[config.mk]
export PLATFORM = sky130hd
export DESIGN_NAME = spi_dma_eng
export DESIGN_NICKNAME = d
export VERILOG_FILES = /design/src/rtl/spi_dma_pkg.sv /design/src/rtl/spi_dma_regs.sv /design/src/rtl/spi_dma_shift.sv /design/src/rtl/spi_dma_eng.sv
export SDC_FILE = /design/constraint.sdc
export NUM_CORES = 1
export LEC_CHECK = 0
export ABC_CLOCK_PERIOD_IN_PS = 5300
export BUFFER_PORTS_ARGS = -buffer_cell sky130_fd_sc_hd__buf_4
export CORE_MARGIN = 1.5
export CORE_UTILIZATION = 50
export CTS_CLUSTER_DIAMETER = 100
export DETAILED_ROUTE_END_ITERATION = 12
export GPL_ROUTABILITY_DRIVEN = 1
export GPL_TIMING_DRIVEN = 0
export PLACE_DENSITY = 0.79
export SYNTH_ARGS = -nofsm -noshare
export SYNTH_HDL_FRONTEND = slang
export SYNTH_SLANG_ARGS = --single-unit
[constraint.sdc]
create_clock -name clk -period 5.3 [get_ports clk]
set_clock_uncertainty 0.05 [all_clocks]
set_input_delay 0.265 -clock clk [delete_from_list [all_inputs] [get_ports clk]]
set_output_delay 0.265 -clock clk [all_outputs]
set_load 0.03 [all_outputs]
[src/rtl/spi_dma_pkg.sv]
`timescale 1ns/1ps
package spi_dma_pkg;
  typedef enum logic [2:0] {
    SQ_IDLE, SQ_FETCH, SQ_PRIME, SQ_SHIFT, SQ_GAP
  } seq_t;

  localparam logic [2:0] RG_CTRL = 3'd0;
  localparam logic [2:0] RG_TXL  = 3'd1;
  localparam logic [2:0] RG_TXH  = 3'd2;
  localparam logic [2:0] RG_RXL  = 3'd3;
  localparam logic [2:0] RG_RXH  = 3'd4;
  localparam logic [2:0] RG_CNL  = 3'd5;
  localparam logic [2:0] RG_CNH  = 3'd6;
  localparam logic [2:0] RG_STAT = 3'd7;
endpackage

[src/rtl/spi_dma_regs.sv]
`timescale 1ns/1ps
module spi_dma_regs
  import spi_dma_pkg::*;
#(
  parameter int AW = 12,
  parameter int CW = 10,
  parameter int GW = 4
) (
  input  logic          clk,
  input  logic          rst_n,
  input  logic          wr_en,
  input  logic [2:0]    addr,
  input  logic [7:0]    wdata,
  output logic [7:0]    rdata,
  input  logic          busy,
  input  logic          tx_step,
  input  logic          rx_step,
  input  logic          cnt_step,
  input  logic          flag_set,
  output logic          start,
  output logic [AW-1:0] txa,
  output logic [AW-1:0] rxa,
  output logic [CW-1:0] cnt,
  output logic          rx_inc,
  output logic          tx_inc,
  output logic          once,
  output logic [GW-1:0] gap,
  output logic          flag
);
  localparam int AHW = AW - 8;
  localparam int CHW = CW - 8;

  logic [AW-1:0] txa_q, txa_d, rxa_q, rxa_d;
  logic [CW-1:0] cnt_q, cnt_d;
  logic [GW-1:0] gap_q, gap_d;
  logic          rinc_q, rinc_d, tinc_q, tinc_d, once_q, once_d;
  logic          flag_q, flag_d;
  logic          cfg_we;
  logic [7:0]    ctrl_rd;

  assign cfg_we = wr_en && !busy;
  assign start  = cfg_we && (addr == RG_CTRL) && wdata[0];

  always_comb begin
    txa_d  = txa_q;
    rxa_d  = rxa_q;
    cnt_d  = cnt_q;
    gap_d  = gap_q;
    rinc_d = rinc_q;
    tinc_d = tinc_q;
    once_d = once_q;
    flag_d = flag_q;
    if (cfg_we) begin
      unique case (addr)
        RG_CTRL: begin
          rinc_d = wdata[1];
          tinc_d = wdata[2];
          once_d = wdata[3];
          gap_d  = wdata[4 +: GW];
        end
        RG_TXL:  txa_d[7:0]    = wdata;
        RG_TXH:  txa_d[AW-1:8] = wdata[AHW-1:0];
        RG_RXL:  rxa_d[7:0]    = wdata;
        RG_RXH:  rxa_d[AW-1:8] = wdata[AHW-1:0];
        RG_CNL:  cnt_d[7:0]    = wdata;
        RG_CNH:  cnt_d[CW-1:8] = wdata[CHW-1:0];
        default: ;
      endcase
    end
    if (tx_step && tinc_q) txa_d = txa_q + AW'(1);
    if (rx_step && rinc_q) rxa_d = rxa_q + AW'(1);
    if (cnt_step)          cnt_d = cnt_q - CW'(1);
    if (wr_en && (addr == RG_STAT) && wdata[0]) flag_d = 1'b0;
    if (flag_set) flag_d = 1'b1;
  end

  always_ff @(posedge clk or negedge rst_n) begin
    if (!rst_n) begin
      txa_q  <= '0;
      rxa_q  <= '0;
      cnt_q  <= '0;
      gap_q  <= '0;
      rinc_q <= 1'b0;
      tinc_q <= 1'b0;
      once_q <= 1'b0;
      flag_q <= 1'b0;
    end else begin
      txa_q  <= txa_d;
      rxa_q  <= rxa_d;
      cnt_q  <= cnt_d;
      gap_q  <= gap_d;
      rinc_q <= rinc_d;
      tinc_q <= tinc_d;
      once_q <= once_d;
      flag_q <= flag_d;
    end
  end

  always_comb begin
    ctrl_rd           = '0;
    ctrl_rd[0]        = busy;
    ctrl_rd[1]        = rinc_q;
    ctrl_rd[2]        = tinc_q;
    ctrl_rd[3]        = once_q;
    ctrl_rd[4 +: GW]  = gap_q;
  end

  always_comb begin
    unique case (addr)
      RG_CTRL: rdata = ctrl_rd;
      RG_TXL:  rdata = txa_q[7:0];
      RG_TXH:  rdata = 8'(txa_q[AW-1:8]);
      RG_RXL:  rdata = rxa_q[7:0];
      RG_RXH:  rdata = 8'(rxa_q[AW-1:8]);
      RG_CNL:  rdata = cnt_q[7:0];
      RG_CNH:  rdata = 8'(cnt_q[CW-1:8]);
      default: rdata = {6'b0, busy, flag_q};
    endcase
  end

  assign txa    = txa_q;
  assign rxa    = rxa_q;
  assign cnt    = cnt_q;
  assign rx_inc = rinc_q;
  assign tx_inc = tinc_q;
  assign once   = once_q;
  assign gap    = gap_q;
  assign flag   = flag_q;


  hold_cnt_chk: assert property (@(posedge clk) disable iff (!rst_n)
    (busy && wr_en && addr == RG_CNL) |=>
      (cnt_q == $past(cnt_q) || cnt_q == $past(cnt_q) - CW'(1)))
    else $error("count changed by a write while busy");


  hold_ctrl_chk: assert property (@(posedge clk) disable iff (!rst_n)
    (busy && wr_en && addr == RG_CTRL) |=> ($stable(gap_q) && $stable(once_q)))
    else $error("control changed by a write while busy");
endmodule

[src/rtl/spi_dma_shift.sv]
`timescale 1ns/1ps
module spi_dma_shift #(
  parameter int DW = 8
) (
  input  logic          clk,
  input  logic          rst_n,
  input  logic          load,
  input  logic [DW-1:0] load_data,
  input  logic          sdi,
  output logic          sck,
  output logic          sdo,
  output logic          fetch_slot,
  output logic          byte_end,
  output logic [DW-1:0] rx_byte
);
  localparam int BW = $clog2(DW);

  logic          act_q, act_d;
  logic [1:0]    ph_q, ph_d;
  logic [BW-1:0] bit_q, bit_d;
  logic [DW-1:0] tsr_q, tsr_d, rsr_q, rsr_d;

  assign byte_end   = act_q && (ph_q == 2'd3) && (bit_q == BW'(DW - 1));
  assign fetch_slot = act_q && (ph_q == 2'd0) && (bit_q == '0);

  always_comb begin
    act_d = act_q;
    ph_d  = ph_q;
    bit_d = bit_q;
    tsr_d = tsr_q;
    rsr_d = rsr_q;
    if (act_q) begin
      ph_d = ph_q + 2'd1;
      if (ph_q == 2'd1) rsr_d = {rsr_q[DW-2:0], sdi};
      if (ph_q == 2'd3) begin
        tsr_d = {tsr_q[DW-2:0], 1'b0};
        bit_d = bit_q + BW'(1);
      end
      if (byte_end) act_d = 1'b0;
    end
    if (load) begin
      act_d = 1'b1;
      ph_d  = 2'd0;
      bit_d = '0;
      tsr_d = load_data;
    end
  end

  always_ff @(posedge clk or negedge rst_n) begin
    if (!rst_n) begin
      act_q <= 1'b0;
      ph_q  <= '0;
      bit_q <= '0;
      tsr_q <= '0;
      rsr_q <= '0;
    end else begin
      act_q <= act_d;
      ph_q  <= ph_d;
      bit_q <= bit_d;
      tsr_q <= tsr_d;
      rsr_q <= rsr_d;
    end
  end

  assign sck     = act_q & ph_q[1];
  assign sdo     = act_q & tsr_q[DW-1];
  assign rx_byte = rsr_q;


  sdo_hold_chk: assert property (@(posedge clk) disable iff (!rst_n)
    $rose(sck) |-> $stable(sdo))
    else $error("SDO moved at the rising SCK edge");
endmodule

[src/rtl/spi_dma_eng.sv]
`timescale 1ns/1ps
module spi_dma_eng
  import spi_dma_pkg::*;
#(
  parameter int AW = 12,
  parameter int CW = 10,
  parameter int GW = 4
) (
  input  logic          clk,
  input  logic          rst_n,
  input  logic          reg_we,
  input  logic [2:0]    reg_addr,
  input  logic [7:0]    reg_wdata,
  output logic [7:0]    reg_rdata,
  output logic          irq,
  output logic          ram_re,
  output logic          ram_we,
  output logic [AW-1:0] ram_addr,
  output logic [7:0]    ram_wdata,
  input  logic [7:0]    ram_rdata,
  output logic          sck,
  output logic          sdo,
  input  logic          sdi
);
  localparam int DW = 8;

  logic [1:0]    rs_q;
  logic          rst_sn;
  seq_t          st_q, st_d;
  logic [GW-1:0] gc_q, gc_d;
  logic [DW-1:0] nb_q, nb_d, ld_data, rx_byte;
  logic          pend_q, pend_d;
  logic          busy, start, ld, fetch_slot, byte_end;
  logic          tx_step, rx_step, cnt_step, flag_set;
  logic [AW-1:0] txa, rxa;
  logic [CW-1:0] cnt;
  logic          rx_inc, tx_inc, once;
  logic [GW-1:0] gap;

  always_ff @(posedge clk or negedge rst_n) begin
    if (!rst_n) rs_q <= 2'b00;
    else        rs_q <= {rs_q[0], 1'b1};
  end
  assign rst_sn = rs_q[1];

  assign busy = (st_q != SQ_IDLE);

  spi_dma_regs #(.AW(AW), .CW(CW), .GW(GW)) u_regs (
    .clk(clk), .rst_n(rst_sn), .wr_en(reg_we), .addr(reg_addr),
    .wdata(reg_wdata), .rdata(reg_rdata), .busy(busy),
    .tx_step(tx_step), .rx_step(rx_step), .cnt_step(cnt_step),
    .flag_set(flag_set), .start(start), .txa(txa), .rxa(rxa), .cnt(cnt),
    .rx_inc(rx_inc), .tx_inc(tx_inc), .once(once), .gap(gap), .flag(irq)
  );

  spi_dma_shift #(.DW(DW)) u_shift (
    .clk(clk), .rst_n(rst_sn), .load(ld), .load_data(ld_data), .sdi(sdi),
    .sck(sck), .sdo(sdo), .fetch_slot(fetch_slot), .byte_end(byte_end),
    .rx_byte(rx_byte)
  );

  always_comb begin
    st_d     = st_q;
    gc_d     = gc_q;
    nb_d     = nb_q;
    pend_d   = 1'b0;
    ram_re   = 1'b0;
    ram_we   = 1'b0;
    tx_step  = 1'b0;
    rx_step  = 1'b0;
    cnt_step = 1'b0;
    flag_set = 1'b0;
    ld       = 1'b0;
    ld_data  = nb_q;
    if (pend_q) nb_d = ram_rdata;
    unique case (st_q)
      SQ_IDLE:  if (start) st_d = SQ_FETCH;
      SQ_FETCH: begin
        ram_re  = 1'b1;
        tx_step = 1'b1;
        st_d    = SQ_PRIME;
      end
      SQ_PRIME: begin
        ld      = 1'b1;
        ld_data = ram_rdata;
        st_d    = SQ_SHIFT;
      end
      SQ_SHIFT: begin
        if (fetch_slot && cnt != '0) begin
          ram_re  = 1'b1;
          tx_step = 1'b1;
          pend_d  = 1'b1;
        end
        if (byte_end) begin
          ram_we  = 1'b1;
          rx_step = 1'b1;
          if (cnt == '0) begin
            flag_set = 1'b1;
            st_d     = SQ_IDLE;
          end else begin
            cnt_step = 1'b1;
            flag_set = !once;
            if (gap == '0) ld = 1'b1;
            else begin
              gc_d = gap - GW'(1);
              st_d = SQ_GAP;
            end
          end
        end
      end
      SQ_GAP: begin
        if (gc_q == '0) begin
          ld   = 1'b1;
          st_d = SQ_SHIFT;
        end else gc_d = gc_q - GW'(1);
      end
      default: st_d = SQ_IDLE;
    endcase
  end

  always_ff @(posedge clk or negedge rst_sn) begin
    if (!rst_sn) begin
      st_q   <= SQ_IDLE;
      gc_q   <= '0;
      nb_q   <= '0;
      pend_q <= 1'b0;
    end else begin
      st_q   <= st_d;
      gc_q   <= gc_d;
      nb_q   <= nb_d;
      pend_q <= pend_d;
    end
  end

  assign ram_addr  = ram_we ? rxa : txa;
  assign ram_wdata = rx_byte;


  ram_excl_chk: assert property (@(posedge clk) disable iff (!rst_sn)
    !(ram_re && ram_we))
    else $error("RAM read and write in one cycle");


  end_flag_chk: assert property (@(posedge clk) disable iff (!rst_sn)
    $fell(busy) |-> irq)
    else $error("transfer ended without raising the flag");


  once_only_chk: assert property (@(posedge clk) disable iff (!rst_sn)
    (once && $rose(irq)) |-> !busy)
    else $error("flag raised mid-transfer in end-only mode");
endmodule

# Word level (Yosys, flattened, before mapping)
# Cells that the tools add are included.
[classes]
add_sub_neg = 7
eq_ne = 21
n_mux = 55
bitwise = 2
reduce_logical = 47
[op_table]
columns = ["op", "count"]
rows = [
  ["12-bit two-way mux", 5],
  ["8-bit two-way mux", 7],
  ["8-bit one-hot mux with 7 select lines", 1],
  ["2-bit nonzero test", 13],
  ["12-bit by 1-bit adder with 12-bit output (second input constant)", 2],
  ["3-bit two-way mux", 8],
  ["4-bit two-way mux", 6],
  ["10-bit two-way mux", 2],
  ["1-bit two-way mux", 19],
  ["3-bit equality test (second input constant)", 6],
  ["2-bit AND reduction", 9],
  ["3-bit one-hot mux with 5 select lines", 1],
  ["3-bit by 2-bit equality test with 1-bit output (second input constant)", 4],
  ["1-bit logical AND", 12],
  ["2-bit inequality test (second input constant)", 6],
  ["10-bit zero test", 1],
  ["10-bit nonzero test", 1],
  ["10-bit by 1-bit subtractor with 10-bit output (second input constant)", 1],
  ["3-bit zero test", 3],
  ["4-bit zero test", 2],
  ["4-bit one-hot mux with 2 select lines", 1],
  ["4-bit by 1-bit subtractor with 4-bit output (second input constant)", 2],
  ["3-bit by 1-bit equality test with 1-bit output (second input constant)", 2],
  ["2-bit two-way mux", 3],
  ["other kinds (13)", 15],
]
[word_totals]
regBits = 82
in_bits = 23
output_inout_bits = 33

# Depth between registers and ports, before layout
[logic_depth]
ltp_word = 9
mapped_depth = 9
mapped_depth_nobuf = 8

# By module
# Synthesis repeated with hierarchy kept, for this count alone.
[hier_totals]
hier_cells = 499
area_unflattened_um2 = 5168.7
[modules_own_cells]
columns = ["mod", "n_inst", "cells_each", "area_each_um2", "seq_area_each_um2"]
rows = [
  ["spi_dma_regs", 1, 297, 2730.1, 1051.0],
  ["spi_dma_eng", 1, 103, 1234.9, 450.4],
  ["spi_dma_shift", 1, 99, 1203.7, 550.5],
]

# Least setup slack after synthesis
# No wires, ideal clock.
[synth_timing]
path_type = "register to output"
startpoint = "register u_shift.bit_q[0]"
endpoint = "output port ram_addr[4]"
arrival_time_ns = 2.025
setup_slack_ns = 2.960
path_stages_with_launch = 8
n_path_buf = 1
path_cell_list = "dfrtp_1 ha_1 ha_1 and3_1 nand2_1 inv_1 buf_2 o21ai_0"
[synth_between]
elab_chain_cells = 5
[synth_rtl]
columns = ["element", "line_no", "text"]
rows = [
  ["from (decl)", "spi_dma_shift.sv:20", "logic [BW-1:0] bit_q, bit_d;"],
  ["from (signal assigned)", "spi_dma_shift.sv:59", "bit_q <= bit_d;"],
  ["3-bit equality test", "spi_dma_shift.sv:23", "assign byte_end = act_q && (ph_q == 2'd3) && (bit_q == BW'(DW - 1));"],
  ["1-bit logical AND", "spi_dma_shift.sv:23", ""],
  ["1-bit two-way mux", "spi_dma_eng.sv:94", "if (byte_end) begin"],
  ["1-bit two-way mux", "spi_dma_eng.sv:76", "unique case (st_q)"],
  ["12-bit two-way mux", "spi_dma_eng.sv:135", "assign ram_addr = ram_we ? rxa : txa;"],
  ["to (decl)", "spi_dma_eng.sv:18", "output logic [AW-1:0] ram_addr,"],
]
# Every way passes these cells.

# Worst setup path after layout
[layout_timing]
startpoint = "register st_q[1]"
endpoint = "output port ram_addr[0]"
[layout_between]
elab_chain_cells = 3
[layout_rtl]
columns = ["element", "line_no", "text"]
rows = [
  ["from (decl)", "spi_dma_eng.sv:29", "seq_t st_q, st_d;"],
  ["from (signal assigned)", "spi_dma_eng.sv:128", "st_q <= st_d;"],
  ["3-bit by 2-bit equality test with 1-bit output", "spi_dma_eng.sv:76", ""],
  ["1-bit two-way mux", "spi_dma_eng.sv:76", ""],
  ["12-bit two-way mux", "spi_dma_eng.sv:135", ""],
]
# Every way passes these cells.

==> results by group <==
Detailed routing
  – Vias: roughly 4400
  – Initial drt markers: 246
  – TritonRoute pass-1 iters: 5
  – Via/cell ratio: 6.08
  – # DRC: 0
  – DRT Wirelength: 13.8 mm
  – Antenna Nets Post-Route: 0
  – WL/cell: ~19 µm

Setup path
  – Critical Path Sink Type: output pin
  – Logic depth of the worst register-to-register path: 8
  – Type of origin of the critical path: flop
  – WP data arrival: 2.64 ns
  – Path type of the worst setup path: reg2out
  – CP required: roughly 5 ns
  – Worst-path maximum fanout: 10

Timing
  – Slew Limit Headroom: 41.3%
  – Setup violators final: 0
  – Highest Clock Rate: 339 MHz
  – Final worst setup slack: 2.35 ns
  – Fin crit period: around 3.0 ns
  – Final Hold Viols: 0
  – Worst-Margin Slew: 0.873 ns
  – Fin crit share: a little under three fifths
  – RSZ-0062 raised after global routing: no
  – Setup TNS: 0 ns
  – Max-slew violations: 0

Floorplanning
  – Core area: 9770 µm²
  – Starting Density: 51.3%
  – IO Count: 56
  – Row cnt: 36
  – Die ar.: 10600 µm²
  – Chip Height: 103 µm
  – Die W: 103 µm

Clock network
  – Longest Clk Path Bufs: 2
  – CTS H-tree depth: 3
  – # clock sinks: 82
  – CTS tree: built
  – Clock Pin Slew Worst Setup and Hold Paths: 0.08 ns
  – CTS Buf Count: 9
  – Worst skew pair latency: 0.35 ns
  – # Post-CTS Setup Buffers: 0
  – Root Buffer: clkbuf_8

Min path
  – Hold WC Path Type: in2reg
  – Hold depth: 2

Layout
  – Fraction of layout cells with a size suffix above 1: 23.6%
  – Area Growth Syn to Fin: 16.8%
  – Nets@finish: 622
  – # diodes: 0
  – Finished Core Util: about three fifths

Place
  – Final HPWL DP: 10.2 mm
  – Gpl congestion: roughly 0.97
  – Port bufs: 53
  – Pre-CTS WS: 2.77 ns

Logic synthesis
  – Synth unique cells: 75
  – Avg Inst Size Synth: 9.60 µm²
  – Sequential area share after synthesis: between 40% and 50%
  – Mapped cell area: ~5000 µm²
  – Yosys reg bits: slightly above 80
  – EDFF count, synth: 0
  – FFs w/ async S/R, synth: 100%
  – Post-Syn Instances: 523
  – Ys Warns: 0
  – Ys flop type: dfrtp_1
  – Synthesized Nets: 556

Power
  – Static leakage: 2.61 nW
  – Pwr/cell area: 575 nW/µm²
  – Worst IR drop on VDD: 0.000308 V

GRT
  – First-pass GRT wire length: 21.7 mm
  – Vias in the first global route: 4264
  – Total track usage: a little over a quarter
  – Initial antenna violation count: 0
  – Largest net degree at the start of global routing: 53
  – GRT Residual Overflow: 0

Run status
  – Status: finished clean

Flow run
  – Max-cap viol count: 0
[layout make-up]
type	count	area, µm²
fill	861	3920
multi-input combinational	390	2730
sequential	82	2060
timing repair buffer	55	435
buffer	32	166
tap	133	166
clock buffer	11	131
clock inverter	5	104
inverter	19	71.3
[final timing paths]
kind                                      startpoint                             end  slack, ns
setup reg to reg           u_regs.cnt[0]$_DFFE_PN0P_    u_shift.tsr_q[0]$_DFFE_PN0P_       2.75
hold / removal                                   sdi  u_shift.rx_byte[0]$_DFFE_PN0P_        0.1
max in group asynchronous          rs_q[1]$_DFF_PN0_       u_regs.cnt[6]$_DFFE_PN0P_       4.37
min in group asynchronous                      rst_n               rs_q[1]$_DFF_PN0_       0.16
setup / recovery                 st_q[1]$_DFFE_PN0P_                     ram_addr[0]       2.35
hold reg to reg                    rs_q[1]$_DFF_PN0_             gc_q[2]$_DFFE_PN0P_       0.22
[registers in the layout (all words and copies together) (netlist names), 2 cells and up]
signal,cells
u_regs.rxa,12
gc_q,4
u_shift.bit_q,3
rs_q,2
u_shift.rx_byte,8
u_shift.ph_q,2
st_q,3
u_regs.txa,12
u_shift.tsr_q,8
u_regs.gap,4
u_regs.cnt,10
nb_q,8
[metal layers]
metal	vias up	wire (µm)	track usage (%)
met5	-	0	0
met3	31	860	3.97
met2	174	6320	43.3
met4	0	473	11.3
met1	2170	6190	36.9
li1	2047	-	-
[critical path: stages, from the launching register on]
cell     delay [ns]
dfrtp_1        0.49
buf_4          0.23
and3b_1        0.30
nand2_1        0.24
inv_1          0.19
buf_2          0.24
buf_2          0.26
nand2_1        0.09
nand2_1        0.09
buf_4          0.16
[cells in the mapped netlist, types with 2 or more instances]
cell type  count  share of area (%)
ha_1          10                2.5
buf_6          3               0.67
inv_1         19                1.4
a31oi_1        9                1.1
a221o_1        4               0.80
buf_4          2               0.30
mux2i_1       23                4.6
nor2_1        41                3.1
nand4_1        7               0.87
nor4_2         2               0.50
and3_1         7               0.87
mux2_2        24                5.4
and2_1         6               0.75
nor3_1        16                1.6
o21a_1         2               0.30
nand3_1       20                2.0
a211oi_1      15                2.2
a21oi_1       17                1.7
o211ai_1       6               0.90
nor2b_1        9                1.1
o221a_2        2               0.45
a311oi_1       5               0.87
o22ai_1        5               0.62
o311ai_1       2               0.35
and3b_1        2               0.35
or4_1          2               0.30
a22oi_1        2               0.30
o221ai_1       2               0.35
nand2_1       72                5.4
nor3_2         2               0.40
or3_1          5               0.62
clkbuf_1      13               0.97
o311ai_0       2               0.35
nor4_1         4               0.50
a21o_1         2               0.30
nor3b_1        2               0.30
dfrtp_1       82                 41
xnor2_1        2               0.35
mux4_2         6                2.7
nand2b_1       3               0.37
o21ai_0       18                1.8
buf_2         12                1.2
o31ai_1        2               0.30
[kinds of logic after synthesis]
kind of cell	Yosys count	synth area share (%)
buffers and inverters	51	4.74
multiplexers	54	13.0
AND/OR/NAND/NOR	214	22.5
AO/OA/AOI/OAI	108	15.8
XOR/XNOR	3	0.524
adder cells (fa/ha/maj)	10	2.49
other	1	0.0747
flip-flops	82	40.9
[per-stage QoR]
step	instance area, µm²	hold slack (ns)	power [mW]	cells
floorplan	5020	-0.0806	2.29	523
global placement	5580	-0.00246	2.75	709
detailed placement	5610	-0.000546	2.82	710
CTS	5860	0.0783	3.37	727
global route	5860	0.0767	3.58	727
finish	5860	0.0970	3.37	727
[placed cells by master (no fill, tap or decap), drive strengths merged, types with 5 or more instances in the layout]
master  count
o22ai       5
inv        19
nor2b       9
dfrtp      82
nand3      21
buf        72
nor4        7
o21ai      20
o211ai      6
nor3       19
o311ai      5
a21oi      17
a31oi       9
and2        6
a311oi      6
clkbuf     25
nand2      72
and3        7
nand4       7
ha         10
mux2i      23
nor2       41
a211oi     17
mux2       25
mux4        6
or3         5
[report_power, final]
group / internal, mW / switching (mW) / leakage [nW]
Sequential: 0.902 / 0.332 / 0.991
Clock: 0.314 / 0.227 / 0.118
Combinational: 0.690 / 0.904 / 1.50
Total: 1.91 / 1.46 / 2.61
[timing repair]
action | 4_1_cts | 5_1_grt
endpoints found under the hold margin | 2 | 0
resized for setup | 0 | 0
hold buffers | 1 | 0
No activity file was read; power rests on OpenSTA's default activity.
